==> config.mk <==
export PLATFORM = sky130hd
export DESIGN_NAME = sbrf_stage
export DESIGN_NICKNAME = d
export VERILOG_FILES = /design/src/rtl/sbrf_stage.sv
export SDC_FILE = /design/constraint.sdc
export NUM_CORES = 2
export LEC_CHECK = 0
export BUFFER_PORTS_ARGS = -buffer_cell sky130_fd_sc_hd__buf_2
export CORE_AREA = 2 2 492 494
export CTS_CLUSTER_DIAMETER = 200
export DETAILED_ROUTE_END_ITERATION = 12
export DIE_AREA = 0 0 494 496
export MAX_ROUTING_LAYER = met4
export PLACE_DENSITY = 0.57
export SLEW_MARGIN = 15
export SYNTH_ARGS = -nofsm -noshare
export SYNTH_HDL_FRONTEND = slang
export SYNTH_SLANG_ARGS = --single-unit
==> constraint.sdc <==
create_clock -name clk -period 8.6 [get_ports clk]
set_input_delay 0.86 -clock clk [delete_from_list [all_inputs] [get_ports clk]]
set_output_delay 0.86 -clock clk [all_outputs]
set_load 0.03 [all_outputs]
==> src/rtl/sbrf_stage.sv <==
module sbrf_stage #(
  parameter int XLEN       = 64,
  parameter int NREG       = 16,
  parameter int OPW        = 4,
  parameter int DSTW       = 8,
  parameter int GENW       = 8,
  parameter int LINE_BYTES = 16
) (
  input  logic                        clk,
  input  logic                        rst_n,
  input  logic                        in_valid,
  output logic                        in_ready,
  input  logic [OPW-1:0]              in_op,
  input  logic                        in_imm1,
  input  logic                        in_imm2,
  input  logic [XLEN-1:0]             in_src1,
  input  logic [XLEN-1:0]             in_src2,
  input  logic [DSTW-1:0]             in_dst,
  input  logic [GENW-1:0]             in_gen,
  input  logic [XLEN-1:0]             in_next_pc,
  input  logic                        in_pred_valid,
  input  logic [XLEN-1:0]             in_pred_pc,
  output logic                        iss_valid,
  input  logic                        iss_ready,
  output logic [OPW-1:0]              iss_op,
  output logic [XLEN-1:0]             iss_a,
  output logic [XLEN-1:0]             iss_b,
  output logic [DSTW-1:0]             iss_dst,
  output logic [GENW-1:0]             iss_gen,
  output logic [XLEN-1:0]             iss_next_pc,
  output logic                        iss_pred_valid,
  output logic [XLEN-1:0]             iss_pred_pc,
  input  logic                        wb_valid,
  output logic                        wb_ready,
  input  logic [OPW-1:0]              wb_op,
  input  logic [GENW-1:0]             wb_gen,
  input  logic [DSTW-1:0]             wb_dst,
  input  logic [XLEN-1:0]             wb_a,
  input  logic [XLEN-1:0]             wb_b,
  input  logic [XLEN-1:0]             wb_result,
  input  logic [XLEN-1:0]             wb_next_pc,
  input  logic                        wb_pred_valid,
  input  logic [XLEN-1:0]             wb_pred_pc,
  output logic                        st_valid,
  input  logic                        st_ready,
  output logic [XLEN-$clog2(LINE_BYTES)-1:0] st_line,
  output logic [LINE_BYTES-1:0]       st_mask,
  output logic [LINE_BYTES*8-1:0]     st_data,
  output logic                        rs_valid,
  output logic [GENW-1:0]             rs_gen,
  output logic [XLEN-1:0]             rs_new_pc,
  output logic [XLEN-1:0]             rs_from_pc
);
  localparam int IW   = $clog2(NREG);
  localparam int OFFW = $clog2(LINE_BYTES);
  localparam int WBYTES = XLEN / 8;
  localparam logic [OPW-1:0] OP_JZ = 2, OP_JNZ = 3, OP_EMIT = 4, OP_STORE = 5;

  logic [XLEN-1:0] regs [NREG];
  logic [NREG-1:0] busy;
  logic [XLEN-1:0] pc;
  logic [GENW-1:0] gen_up, gen_down;

  function automatic logic no_dst(input logic [OPW-1:0] op);
    return op == OP_JZ || op == OP_JNZ || op == OP_EMIT || op == OP_STORE;
  endfunction

  // read side
  logic [IW-1:0] i1, i2, id;
  logic stale_in, hazard;
  assign i1 = in_src1[IW-1:0];
  assign i2 = in_src2[IW-1:0];
  assign id = in_dst[IW-1:0];
  assign stale_in = in_gen != gen_up;
  assign hazard = (!in_imm1 && busy[i1]) || (!in_imm2 && busy[i2]) ||
                  (!no_dst(in_op) && busy[id]);

  assign iss_valid      = in_valid && !wb_valid && !stale_in && !hazard;
  assign in_ready       = in_valid && !wb_valid && iss_ready && (stale_in || !hazard);
  assign iss_op         = in_op;
  assign iss_a          = in_imm1 ? in_src1 : regs[i1];
  assign iss_b          = in_imm2 ? in_src2 : regs[i2];
  assign iss_dst        = in_dst;
  assign iss_gen        = gen_down;
  assign iss_next_pc    = in_next_pc;
  assign iss_pred_valid = in_pred_valid;
  assign iss_pred_pc    = in_pred_pc;
  logic issue;
  assign issue = iss_valid && iss_ready;

  // write side
  logic wb_fire, wb_live, is_jump;
  logic [XLEN-1:0] new_pc;
  logic [IW-1:0] wd;
  assign wb_ready = st_ready;
  assign wb_fire  = wb_valid && st_ready;
  assign wb_live  = wb_fire && wb_gen == gen_down;
  assign is_jump  = wb_op == OP_JZ || wb_op == OP_JNZ;
  assign new_pc   = is_jump ? wb_result : wb_next_pc;
  assign wd       = wb_dst[IW-1:0];

  assign rs_valid   = wb_live && (!wb_pred_valid || new_pc != wb_pred_pc);
  assign rs_gen     = gen_up + 1'b1;
  assign rs_new_pc  = new_pc;
  assign rs_from_pc = pc;

  logic [OFFW-1:0] off;
  assign off      = wb_a[OFFW-1:0];
  assign st_valid = wb_live && wb_op == OP_STORE;
  assign st_line  = wb_a[XLEN-1:OFFW];
  always_comb begin
    st_mask = '0;
    st_data = '0;
    for (int j = 0; j < LINE_BYTES; j++) begin
      if (j >= int'(off) && j < int'(off) + WBYTES) begin
        st_mask[j]       = 1'b1;
        st_data[j*8 +: 8] = 8'(wb_b >> (8 * (j - int'(off))));
      end
    end
  end

  always_ff @(posedge clk) begin
    if (!rst_n) begin
      for (int r = 0; r < NREG; r++) regs[r] <= '0;
      busy     <= '0;
      pc       <= '0;
      gen_up   <= '0;
      gen_down <= '0;
    end else if (wb_live) begin
      pc <= new_pc;
      if (!no_dst(wb_op)) begin
        regs[wd] <= wb_result;
        busy[wd] <= 1'b0;
      end
      if (rs_valid) begin
        busy     <= '0;
        gen_up   <= gen_up + 1'b1;
        gen_down <= gen_down + 1'b1;
      end
    end else if (issue && !no_dst(in_op)) begin
      busy[id] <= 1'b1;
    end
  end
endmodule


---- After elaboration in Yosys (flattened, before gate mapping) ----
Memory sizes are Yosys's and may differ from the RTL's.
Index checks and enable logic that the tools add are counted.
word-level totals
  register bits ........................... 96
  word-level logic and storage cells ...... 201
  memories kept ........................... 1
  input bits .............................. 626
  bits in writable memories ............... 1,024
  output and inout bits ................... 622
memory list
  name  depth  width  read ports  clocked after Yosys merged registers in  write ports  line  source
  regs  16     64     2           0                                        16           59    logic [XLEN-1:0] regs [NREG];
cells by class
  muxes and demuxes ....................... 57
  shift operators ......................... 16
  add/subtract/negate cells ............... 19
  $lt $le $gt $ge ......................... 37
  reductions and logical operators ........ 52
  equality and inequality tests ........... 12
  bitwise logic cells ..................... 3
operator list
  operator             count
  $shr 64x32->8        16
  $mux 64              4
  $lt 5x32->1 const A  7
  $lt 4x32->1 const A  4
  $mux 8               16
  $lt 3x32->1 const A  2
  $mux 16              4
  $ne 64x64->1         1
  $reduce_or 64->1     1
  $sub 4x4->5 const A  8
  $lt 1x32->1 const A  1
  $lt 2x32->1 const A  1
  $logic_and 1x1->1    31
  $ge 4x4->1 const A   7
  $mux 1               27
  $lt 4x5->1 const B   4
  $sub 3x4->5 const A  4
  $add 8x1->8 const B  2
  $and 16x16->16       1
  $eq 4x2->1 const B   4
  $eq 4x3->1 const B   4
  $ge 3x4->1 const A   4
  $not 16->16          1
  $or 16x16->16        1
  17 further kinds     41

---- Longest topological paths before layout ----
  word-level depth ........................ 13
  depth in mapped cells ................... 15
  mapped depth without buffers ............ 10

---- Worst setup path before layout ----
No wires, ideal clock.
  kind .................................... input port to flip-flop
  start point ............................. input port wb_gen[7]
  end point ............................... memory regs[14][0], enable pin
  arrival time ............................ 7,307 ps
  path buffers ............................ 2
  library setup time ...................... 574 ps
  path slack .............................. 719 ps
  cell stages on the path ................. 9
  data required time ...................... 8,026 ps
  cells stage by stage .................... xor2_1 > nor3_1 > nand3_1 > nor3_1 > nand3b_1 > or2_2 > clkbuf_1 > clkbuf_1 > o21ai_0
RTL lines
  what             line  source
  start, declared  36    input logic [GENW-1:0] wb_gen,
  end, declared    59

---- Worst setup path after layout ----
  start point ............................. input port wb_op[2]
  end point ............................... output port rs_valid
on the way
  word-level cells in the longest chain between the ends .. 6
  elaborated cells on any way between the ends .. 7
  classes of those cells .................. 3 x eq/ne; 1 x mux; 3 x reduce/logical
RTL lines
  what                   line  source
  start, declared        35    input logic [OPW-1:0] wb_op,
  $eq 4x2->1             98    assign is_jump = wb_op == OP_JZ || wb_op == OP_JNZ;
  $logic_or 1x1->1 (*)   98
  $mux 64 (*)            99    assign new_pc = is_jump ? wb_result : wb_next_pc;
  $ne 64x64->1 (*)       102   assign rs_valid = wb_live && (!wb_pred_valid || new_pc != wb_pred_pc);
  $logic_or 1x1->1 (*)   102
  $logic_and 1x1->1 (*)  102
  end, declared          49    output logic rs_valid,
Mark *: on every way between the ends. The rest lies on a longest branch, timed or not.

==> metrics.csv <==
stage,metric,value,unit
run_status,status,finished clean,
worst_setup_path,endpoint_kind,output port,
logic_synthesis,async_reset_ff_frac,0,
logic_synthesis,synth_edf_count,1024,
sta,timing.fmax,175,MHz
sta,whs,0.453,ns
sta,setup_slack,2.89,ns
placement,dp_slack,2.95,ns
clock_network,ctsHtreeMaxLevel,4,
placement,dp_cells,8522,
worst_setup_path,cp_cell_sequence,buf_2 -> nor3b_4 -> buf_4 -> mux2i_1 -> xnor2_1 -> a2111oi_0 -> nand4_1 -> o41ai_4 -> buf_4 -> inv_1 -> buf_2,
clock_network,clock-sinks,1120,
floorplanning,num_rows,180,
logic_synthesis,synth_area,0.0669,sq mm
layout,n_fill_cell,23700,
route,ant_nets,0,
worst_setup_path,path_delay_family,buffers and inverters,
route,vias,49100,
clock_network,clk_pin_slew,0.05,ns
logic_synthesis,synth-seq-area-share,0.488,
layout,fin_cells,8821,
job,cap_violations,0,
sta,worstMarginPinSlew,1.36,ns
global_routing,grt_pass1_wl,429000,microns
logic_synthesis,synth_cell_type_count,75,
sta,finalCritPeriodShare,0.664,
route,dr.pass1.iters,5,
pwr,power.density,189,mW/mm^2
worst_setup_path,slowest_stage,mux2i_1,
worst_setup_path,worstPathRequired,7.74,ns
sta,grt_setup_unrepaired,false,
logic_synthesis,syn_area_per_cell,13.3,sq um
clock_network,post_cts_resize_count,0,
sta,finalHoldViolCount,0,
route,drt_wl_total,325000,microns
global_routing,grt-ovfl-total,0,
floorplanning,die_h,496,microns
floorplanning,die_w,494,microns
sta,max_slew_margin,0.0818,
pwr,leakage,28.0,nW
clock_network,cts_tree,done,
clock_network,cts_hold_buf,0,
layout,nets,6126,
placement,dpl.hpwl,225000,microns
sta,drv_slew,0,
route,drc,0,
sta,period_minus_slack,5.71,ns
min_path,hold_path_class,reg -> reg,
floorplanning,core_area,0.240,sq mm
logic_synthesis,synth_fp_nets,5681,
placement,port_buffers,855,
worst_setup_path,path_class,in -> out,
global_routing,grt_start_max_net_pins,117,
floorplanning,dieArea,0.245,sq mm
worst_setup_path,path_max_fanout,37,
route,routedWlPerCell,36.9,microns
clock_network,clk_latency,0.80,ns
floorplanning,start_util,0.279,
worst_setup_path,arrival,4.85,ns
floorplanning,pin_count,1248,
sta,final.setup.tns,0,ns
clock_network,post-cts-setup-buffers,0,
clock_network,cts.path.max_buffers,3,
placement,place_congestion,0.980,
logic_synthesis,syn_inst,5031,
global_routing,grt_pass1_vias,48500,
logic_synthesis,ys_seq_elements,1120,
worst_setup_path,worst_setup_path_start_kind,input pin,
sta,setup_viol,0,
global_routing,antenna_found_initial,126,
route,routed_via_density,5.56,
worst_setup_path,cp.buffers_inverters,5,
route,drtIter0Drc,6562,
worst_setup_path,worst_path_largest_cell_delay,0.76,ns
clock_network,clockRootBuffer,clkbuf_16,
layout,drive_gt1_frac,0.353,
layout,syn_to_final_growth,16.5,%
global_routing,grtUsageTotal,0.266,
clock_network,cts_buffers,137,
pwr,ir_drop,0.163,mV
logic_synthesis,synth_flop_cell,edfxtp_1,
sta,skew,0.0549,ns
logic_synthesis,ys.warnings.count,0,
==> logic make-up (layout without fill, tap and decap cells) <==
family | Yosys count | count (layout) | synth area share
fa+ha+maj | 24 | 24 | 0.00449
mux | 969 | 969 | 0.270
other cells | 0 | 59 | 0
simple gates | 1724 | 1724 | 0.138
xor+xnor | 66 | 66 | 0.00864
flops | 1120 | 1120 | 0.488
compound gates | 357 | 357 | 0.0350
buf+inv | 771 | 1317 | 0.0557
==> cell usage in the layout, fill, tap and decap left out, types with 105 or more instances in the layout <==
cell / n
nand2_1: 240
clkbuf_16: 137
mux2i_1: 231
mux4_2: 658
buf_4: 122
nor3_1: 244
and2_1: 803
nor2_1: 250
a21oi_1: 105
buf_2: 846
edfxtp_1: 1024
==> cells in the mapped netlist, types with 13 or more instances <==
cell	n	area, sq um
a31oi_1	13	81.3
nand2b_1	34	213
nor3_1	245	1230
mux2i_1	234	2340
o221ai_1	61	534
nand3_1	17	85.1
a21oi_1	105	526
and3_1	18	113
clkinv_1	14	52.6
and2_1	803	5020
inv_1	72	270
o22ai_1	16	100
dfxtp_1	96	1920
xnor2_1	32	280
buf_4	206	1550
nor2b_1	33	206
clkbuf_1	377	1420
mux4_2	658	14800
xor2_1	34	298
mux2_2	76	856
or3_1	15	93.8
nor2_1	266	998
nand2_1	241	905
o21ai_0	87	435
edfxtp_1	1024	30700
buf_1	87	327
nor4_1	13	81.3
ha_1	24	300
==> sequential cells by signal, summed over array words and instances, names as in the netlist <==
| signal | cells |
|---|---|
| gen_up | 8 |
| iss_gen | 8 |
| regs | 1024 |
| rs_from_pc | 64 |
| busy | 16 |
==> tightest hold or removal path, stage by stage, from the launching register on <==
cell	delay [ns]
dfxtp_1	0.31
nand2_1	0.05
a21oi_1	0.05
==> final cells by class <==
class / instances / area, sq um / area share
flip-flops and latches: 1120 / 32700 / 0.419
multi-input cells: 3140 / 30900 / 0.396
repair buffers: 989 / 5530 / 0.0710
well taps: 3185 / 3990 / 0.0511
clock buffers: 168 / 3550 / 0.0456
clock inverters: 72 / 855 / 0.0110
inverters: 88 / 330 / 0.00424
diodes: 59 / 148 / 0.00189
==> path summary, 6_finish.rpt <==
| kind | startpoint | end | slack (ns) | cells after the start |
|---|---|---|---|---|
| worst max register to register | iss_gen[7] | regs[15][45] | 3.81 | 11 |
| worst min register to register | rs_from_pc[41] | rs_from_pc[41] | 0.45 | 2 |
| worst max-delay path | wb_op[2] | rs_valid | 2.89 | 11 |
| worst min-delay path | rs_from_pc[41] | rs_from_pc[41] | 0.45 | 2 |
==> per-stage QoR <==
step,total power [mW],utilization,instance area [sq um]
after floorplan,8.07,-,66900
after global placement,8.98,0.306,73400
after detailed placement,9.02,0.306,73400
after CTS,14.8,0.325,77800
after global routing,15.1,0.325,77900
final,14.7,0.325,78000
==> power by group <==
part	total, mW	internal, mW	switching (mW)
Clock	5.80	3.30	2.49
Combinational	2.61	0.928	1.68
Sequential	6.30	6.18	0.117
==> layer usage <==
metal / vias to the layer above / GRT usage / routed length [microns]
li1: 19900 / - / -
met3: 607 / 0.0639 / 31300
met1: 25500 / 0.315 / 120000
met4: 0 / 0.139 / 19800
met5: - / - / 0
met2: 3151 / 0.421 / 154000
Power figures use the tool's default switching activity.
